==> src/rtl/tifr_pkg.sv <==
package tifr_pkg;
  localparam int FLAG_W = 8;

  localparam int B_T1_OVF  = 7;
  localparam int B_T1_CMPA = 6;
  localparam int B_T1_CMPB = 5;
  localparam int B_RSVD    = 4;
  localparam int B_T1_CAP  = 3;
  localparam int B_T0_CMPB = 2;
  localparam int B_T0_OVF  = 1;
  localparam int B_T0_CMPA = 0;

  localparam logic [FLAG_W-1:0] IMPL_MASK  = ~(FLAG_W'(1) << B_RSVD);
  localparam logic [FLAG_W-1:0] DELAY_MASK = (FLAG_W'(1) << B_T1_CMPA) | (FLAG_W'(1) << B_T1_CMPB)
                                           | (FLAG_W'(1) << B_T0_CMPA) | (FLAG_W'(1) << B_T0_CMPB);
  localparam logic [FLAG_W-1:0] T1_MASK    = (FLAG_W'(1) << B_T1_OVF) | (FLAG_W'(1) << B_T1_CMPA)
                                           | (FLAG_W'(1) << B_T1_CMPB) | (FLAG_W'(1) << B_T1_CAP);
endpackage

==> src/rtl/tifr_src_map.sv <==
module tifr_src_map
  import tifr_pkg::*;
(
  input  logic              t1_ovf,
  input  logic              t1_cmpa,
  input  logic              t1_cmpb,
  input  logic              t1_cap,
  input  logic              t1_top,
  input  logic              cap_is_top,
  input  logic              t0_ovf,
  input  logic              t0_cmpa,
  input  logic              t0_cmpb,
  output logic [FLAG_W-1:0] evt
);
  always_comb begin
    evt            = '0;
    evt[B_T1_OVF]  = t1_ovf;
    evt[B_T1_CMPA] = t1_cmpa;
    evt[B_T1_CMPB] = t1_cmpb;
    evt[B_T1_CAP]  = cap_is_top ? t1_top : t1_cap;
    evt[B_T0_CMPB] = t0_cmpb;
    evt[B_T0_OVF]  = t0_ovf;
    evt[B_T0_CMPA] = t0_cmpa;
  end
endmodule

==> src/rtl/irq_flag_evt.sv <==
module irq_flag_evt (
  input  logic clk,
  input  logic rst_n,
  input  logic evt,
  input  logic clr,
  output logic flag
);
  logic flag_q, flag_d;

  always_comb begin
    flag_d = evt | (flag_q & ~clr);
  end

  always_ff @(posedge clk or negedge rst_n) begin
    if (!rst_n) flag_q <= 1'b0;
    else        flag_q <= flag_d;
  end

  assign flag = flag_q;
endmodule

==> src/rtl/irq_flag_cmp.sv <==
module irq_flag_cmp (
  input  logic clk,
  input  logic rst_n,
  input  logic tick_en,
  input  logic match,
  input  logic clr,
  output logic flag,
  output logic pend
);
  logic pend_q, pend_d;
  logic flag_q, flag_d;
  logic set_now;

  always_comb begin
    pend_d  = tick_en ? match : pend_q;
    set_now = tick_en & pend_q;
    flag_d  = set_now | (flag_q & ~clr);
  end

  always_ff @(posedge clk or negedge rst_n) begin
    if (!rst_n) begin
      pend_q <= 1'b0;
      flag_q <= 1'b0;
    end else begin
      pend_q <= pend_d;
      flag_q <= flag_d;
    end
  end

  assign flag = flag_q;
  assign pend = pend_q;
endmodule

==> src/rtl/tmr_irq_flags.sv <==
module tmr_irq_flags
  import tifr_pkg::*;
(
  input  logic              clk,
  input  logic              rst_n,
  input  logic              t1_tick,
  input  logic              t0_tick,
  input  logic              t1_ovf,
  input  logic              t1_cmpa,
  input  logic              t1_cmpb,
  input  logic              t1_force_a,
  input  logic              t1_force_b,
  input  logic              t1_cap,
  input  logic              t1_top,
  input  logic              cap_is_top,
  input  logic              t0_ovf,
  input  logic              t0_cmpa,
  input  logic              t0_cmpb,
  input  logic              t0_force_a,
  input  logic              t0_force_b,
  input  logic              wr_en,
  input  logic [FLAG_W-1:0] wr_data,
  input  logic [FLAG_W-1:0] ack,
  output logic [FLAG_W-1:0] rd_data,
  output logic [FLAG_W-1:0] irq_flags
);
  logic [FLAG_W-1:0] evt;
  logic [FLAG_W-1:0] flag_q;
  logic [FLAG_W-1:0] cmp_pend;

  // Forced-compare strobes act only on output pins elsewhere; they are
  // deliberately kept out of the flag sources (observed by the checker).
  tifr_src_map i_src (
    .t1_ovf     (t1_ovf),
    .t1_cmpa    (t1_cmpa),
    .t1_cmpb    (t1_cmpb),
    .t1_cap     (t1_cap),
    .t1_top     (t1_top),
    .cap_is_top (cap_is_top),
    .t0_ovf     (t0_ovf),
    .t0_cmpa    (t0_cmpa),
    .t0_cmpb    (t0_cmpb),
    .evt        (evt)
  );

  for (genvar i = 0; i < FLAG_W; i++) begin : g_flag
    if (!IMPL_MASK[i]) begin : g_rsvd
      // Router ties the reserved source low; no storage is built.
      assign flag_q[i]   = evt[i];
      assign cmp_pend[i] = 1'b0;
    end else begin : g_impl
      logic clr_i;
      assign clr_i = (wr_en & wr_data[i]) | ack[i];
      if (DELAY_MASK[i]) begin : g_cmp
        logic tick_i;
        assign tick_i = T1_MASK[i] ? t1_tick : t0_tick;
        irq_flag_cmp i_cell (
          .clk     (clk),
          .rst_n   (rst_n),
          .tick_en (tick_i),
          .match   (evt[i]),
          .clr     (clr_i),
          .flag    (flag_q[i]),
          .pend    (cmp_pend[i])
        );
      end else begin : g_evt
        assign cmp_pend[i] = 1'b0;
        irq_flag_evt i_cell (
          .clk   (clk),
          .rst_n (rst_n),
          .evt   (evt[i]),
          .clr   (clr_i),
          .flag  (flag_q[i])
        );
      end
    end
  end

  assign rd_data   = flag_q;
  assign irq_flags = flag_q;
endmodule

==> config.mk <==
export PLATFORM = sky130hd
export DESIGN_NAME = tmr_irq_flags
export DESIGN_NICKNAME = d
export VERILOG_FILES = /design/src/rtl/tifr_pkg.sv /design/src/rtl/tifr_src_map.sv /design/src/rtl/irq_flag_evt.sv /design/src/rtl/irq_flag_cmp.sv /design/src/rtl/tmr_irq_flags.sv
export SDC_FILE = /design/constraint.sdc
export NUM_CORES = 1
export LEC_CHECK = 0
export CAP_MARGIN = 10
export CELL_PAD_IN_SITES_DETAIL_PLACEMENT = 1
export CELL_PAD_IN_SITES_GLOBAL_PLACEMENT = 1
export CORE_MARGIN = 2
export CORE_UTILIZATION = 21
export CTS_CLUSTER_SIZE = 10
export DETAILED_ROUTE_END_ITERATION = 12
export PLACE_DENSITY = 0.84
export REMOVE_ABC_BUFFERS = 1
export SYNTH_ARGS = -nofsm -noshare
export SYNTH_HDL_FRONTEND = slang
export SYNTH_SLANG_ARGS = --single-unit
==> constraint.sdc <==
create_clock -name clk -period 1.05 [get_ports clk]
set_input_delay 0.1575 -clock clk [delete_from_list [all_inputs] [get_ports clk]]
set_output_delay 0.1575 -clock clk [all_outputs]
set_load 0.02 [all_outputs]
==> results by group <==
Route
  • DR pass1 iterations: 3
  • Drt wl/cell: between 10 and 15 um
  • # DRC: 0
  • Vias per cell: 4.11
  • Number of routed nets with antenna violations: 0
  • Drt initial violations: 1
  • Vias: 489
  • Final wirelength: 1.57 mm

Run status
  • Status: finished clean

Synth
  • Synth area leaders: dfrtp_1 (48%), buf_4 (21%), mux2_2 (7.9%), a32o_1 (7.0%), nand2_1 (4.6%)
  • Mux cell area share after synthesis: 7.86%
  • Post-Synth XOR/XNOR Area: 0%
  • Syn Std Cell Area: 573 sq um
  • Mean Syn Cell Area: roughly 11 sq um
  • Compound-cell area share of the yosys netlist: 11.8%
  • Synthesis-stage register bit count: 11
  • Netlist cell types: 10
  • Syn Inst Count: 54
  • YS warnings: 0
  • Seq/Total Area, Yosys: between 40% and 50%
  • Main combinational cell family by area after synthesis: buffers and inverters
  • Simple-gate portion of the synthesized area: 6.77%
  • Yosys top cell by area: dfrtp_1
  • Adder-Cell Fraction of Synth Area: 0%
  • Yosys top cell area share: 48.0%

Global route
  • Total GRT Usage: 10.5%
  • Grt total ovfl: 0
  • Initial antenna violation count: 0
  • Largest net degree at the start of global routing: 12
  • First-pass GRT wire length: 2.56 mm
  • Vias in the first global route: between 500 and 600

Clock network
  • Clock-pin slew on the worst setup and hold paths: roughly 70 ps
  • CTS tree: done
  • Clock Sinks: 11
  • Clk buf depth: 2
  • Clk_lat worst skew: between 200 and 300 ps
  • H-tree depth: 1
  • Post CTS Setup Buffer Count: 0
  • CTS buffer count: 3
  • Clk root buf: clkbuf_4

Die
  • Die span in y: 56.2 um
  • Io pins: 50
  • Die width: around 56 um
  • Total core area: 2520 sq um
  • Site Rows: 18
  • Die Outline Area: 3160 sq um
  • Starting Density: a little under a quarter

Power
  • Peak supply drop: just under 0.5 mV
  • NetSw: 325 uW
  • Seq pwr share: about 44%
  • Internal power: 793 uW
  • PD cells: 1240 nW/um^2
  • Clock share of power: a little over a quarter
  • Sw Ratio: 29.1%
  • Combinational fraction of design power: 29.7%
  • Leakage: ~0.00042 uW
  • Power Total: 1120 uW

Final layout
  • Fill cells: roughly 310
  • Finished Layout Cells: 119
  • Nets: 124
  • Share of cells above drive strength 1: 31.5%
  • Area of the multi-input gates: 159 sq um
  • Commonest cells after routing, fill and taps aside: clkdlybuf4s50_1 (27), buf_2 (14), dfrtp_1 (11)
  • Layout Area Growth over Synthesis: 56.8%
  • Most common cell after layout, fill and taps aside: clkdlybuf4s50_1
  • Antenna Cells: 0
  • Design Area, Final: 898 sq um
  • Register area: 275 sq um

Setup path
  • CP endpoint kind: output port
  • Crit Path Max Fanout: 3
  • Critical Path RT: slightly below 900 ps
  • CP cell instances: buf_2
  • CP top delay family: flip-flops
  • Crit Path Category: reg -> out
  • Flop2flop setup slack: 120 ps
  • Buffer and inverter count on the worst path: 1
  • Crit path DAT: 840 ps
  • Worst path slowest cell: dfrtp_1
  • Startpoint Class: flop
  • Max stage delay on crit path: 400 ps

STA
  • Setup_tns: 0 ps
  • Tcrit/Tclk final: 95.2%
  • RSZ-0062 raised after global routing: no
  • Setup ws final: 50.4 ps
  • Endpoints failing setup: 0
  • Final min period: 1000 ps
  • Final Hold Viols: 0
  • Fmax: 1000 MHz
  • Final Max Tran Viols: 0
  • Final Skew: 4.83 ps

Placed design
  • GPL Wtd Cong: 0.621
  • Dpl cells: 115
  • I/O Buffers: 41
  • Pre-CTS WS: -219 ps
  • Placed inst area: 942 sq um
  • HPWL after DPL: about 1.4 mm

Min path
  • Worst hold-check path type: in -> async

Flow run
  • Max-cap viol count: 0
[registers in the layout, summed over array words and instances, names as in the netlist]
signal / count
g_flag.g_impl.g_cmp.i_cell.pend: 4
g_flag.g_impl.g_cmp.i_cell.flag: 4
g_flag.g_impl.g_evt.i_cell.flag: 3
[stage by stage]
step	utilization [%]	hold slack, ps
floorplan	-	-138
global route	35.6	185
CTS	35.6	173
detailed placement	37.4	474
finish	35.6	179
global placement	37.4	470
[path summary, 6_finish.rpt]
path                       depth (start not counted)                                 end                          startpoint
min reg2reg                                        1  g_flag[0].g_impl.g_cmp.i_cell.flag  g_flag[0].g_impl.g_cmp.i_cell.pend
min                                                2  g_flag[2].g_impl.g_cmp.i_cell.flag                               rst_n
max in group asynchronous                          2  g_flag[6].g_impl.g_cmp.i_cell.pend                               rst_n
max                                                1                        irq_flags[7]  g_flag[7].g_impl.g_evt.i_cell.flag
max reg2reg                                        2  g_flag[3].g_impl.g_evt.i_cell.flag  g_flag[3].g_impl.g_evt.i_cell.flag
min in group clk                                   2  g_flag[1].g_impl.g_evt.i_cell.flag                              t0_ovf
[cells by family (layout without fill, tap and decap cells)]
kind of cell           after synthesis  after routing
AOI/OAI and AO/OA                    7              7
muxes                                4              4
DFF                                 11             11
and+or+nand+nor                      9              9
buffers and inverters               22             56
other                                1              2
[cells in the mapped netlist]
cell type and count:
nor2b_1 2, a32o_1 4, inv_1 6, buf_4 16
mux2_2 4, a31o_2 2, dfrtp_1 11, nand2_1 7
conb_1 1, a221o_1 1
[power by group through the flow]
stage / clock (uW) / combinational, uW / sequential [uW]
after floorplan: 0 / 60.8 / 568
after global placement: 0 / 379 / 499
after detailed placement: 0 / 390 / 504
after CTS: 312 / 338 / 494
after global routing: 335 / 352 / 502
final: 292 / 332 / 493
[cell type report]
class	count	area share [%]
clock buffer	4	2.92
inverter	6	2.51
multi-input combinational	22	17.7
sequential	11	30.6
tap	30	4.18
timing repair buffer	46	42.1
[timing repair]
item / in CTS / in global routing
gates resized for setup: 56 / 0
hold buffers: 0 / 0
setup endpoints to repair: 14 / 0
[routing by layer]
metal	vias to the layer above	wire length [um]	part of all wire (%)	GRT usage [%]
met1	234	508	32	10.1
met5	-	0	0	0
met2	23	942	60	20.7
met3	2	107	6.8	3.72
met4	0	8	0.51	3.06
li1	230	-	-	-
Power figures use the tool's default switching activity.
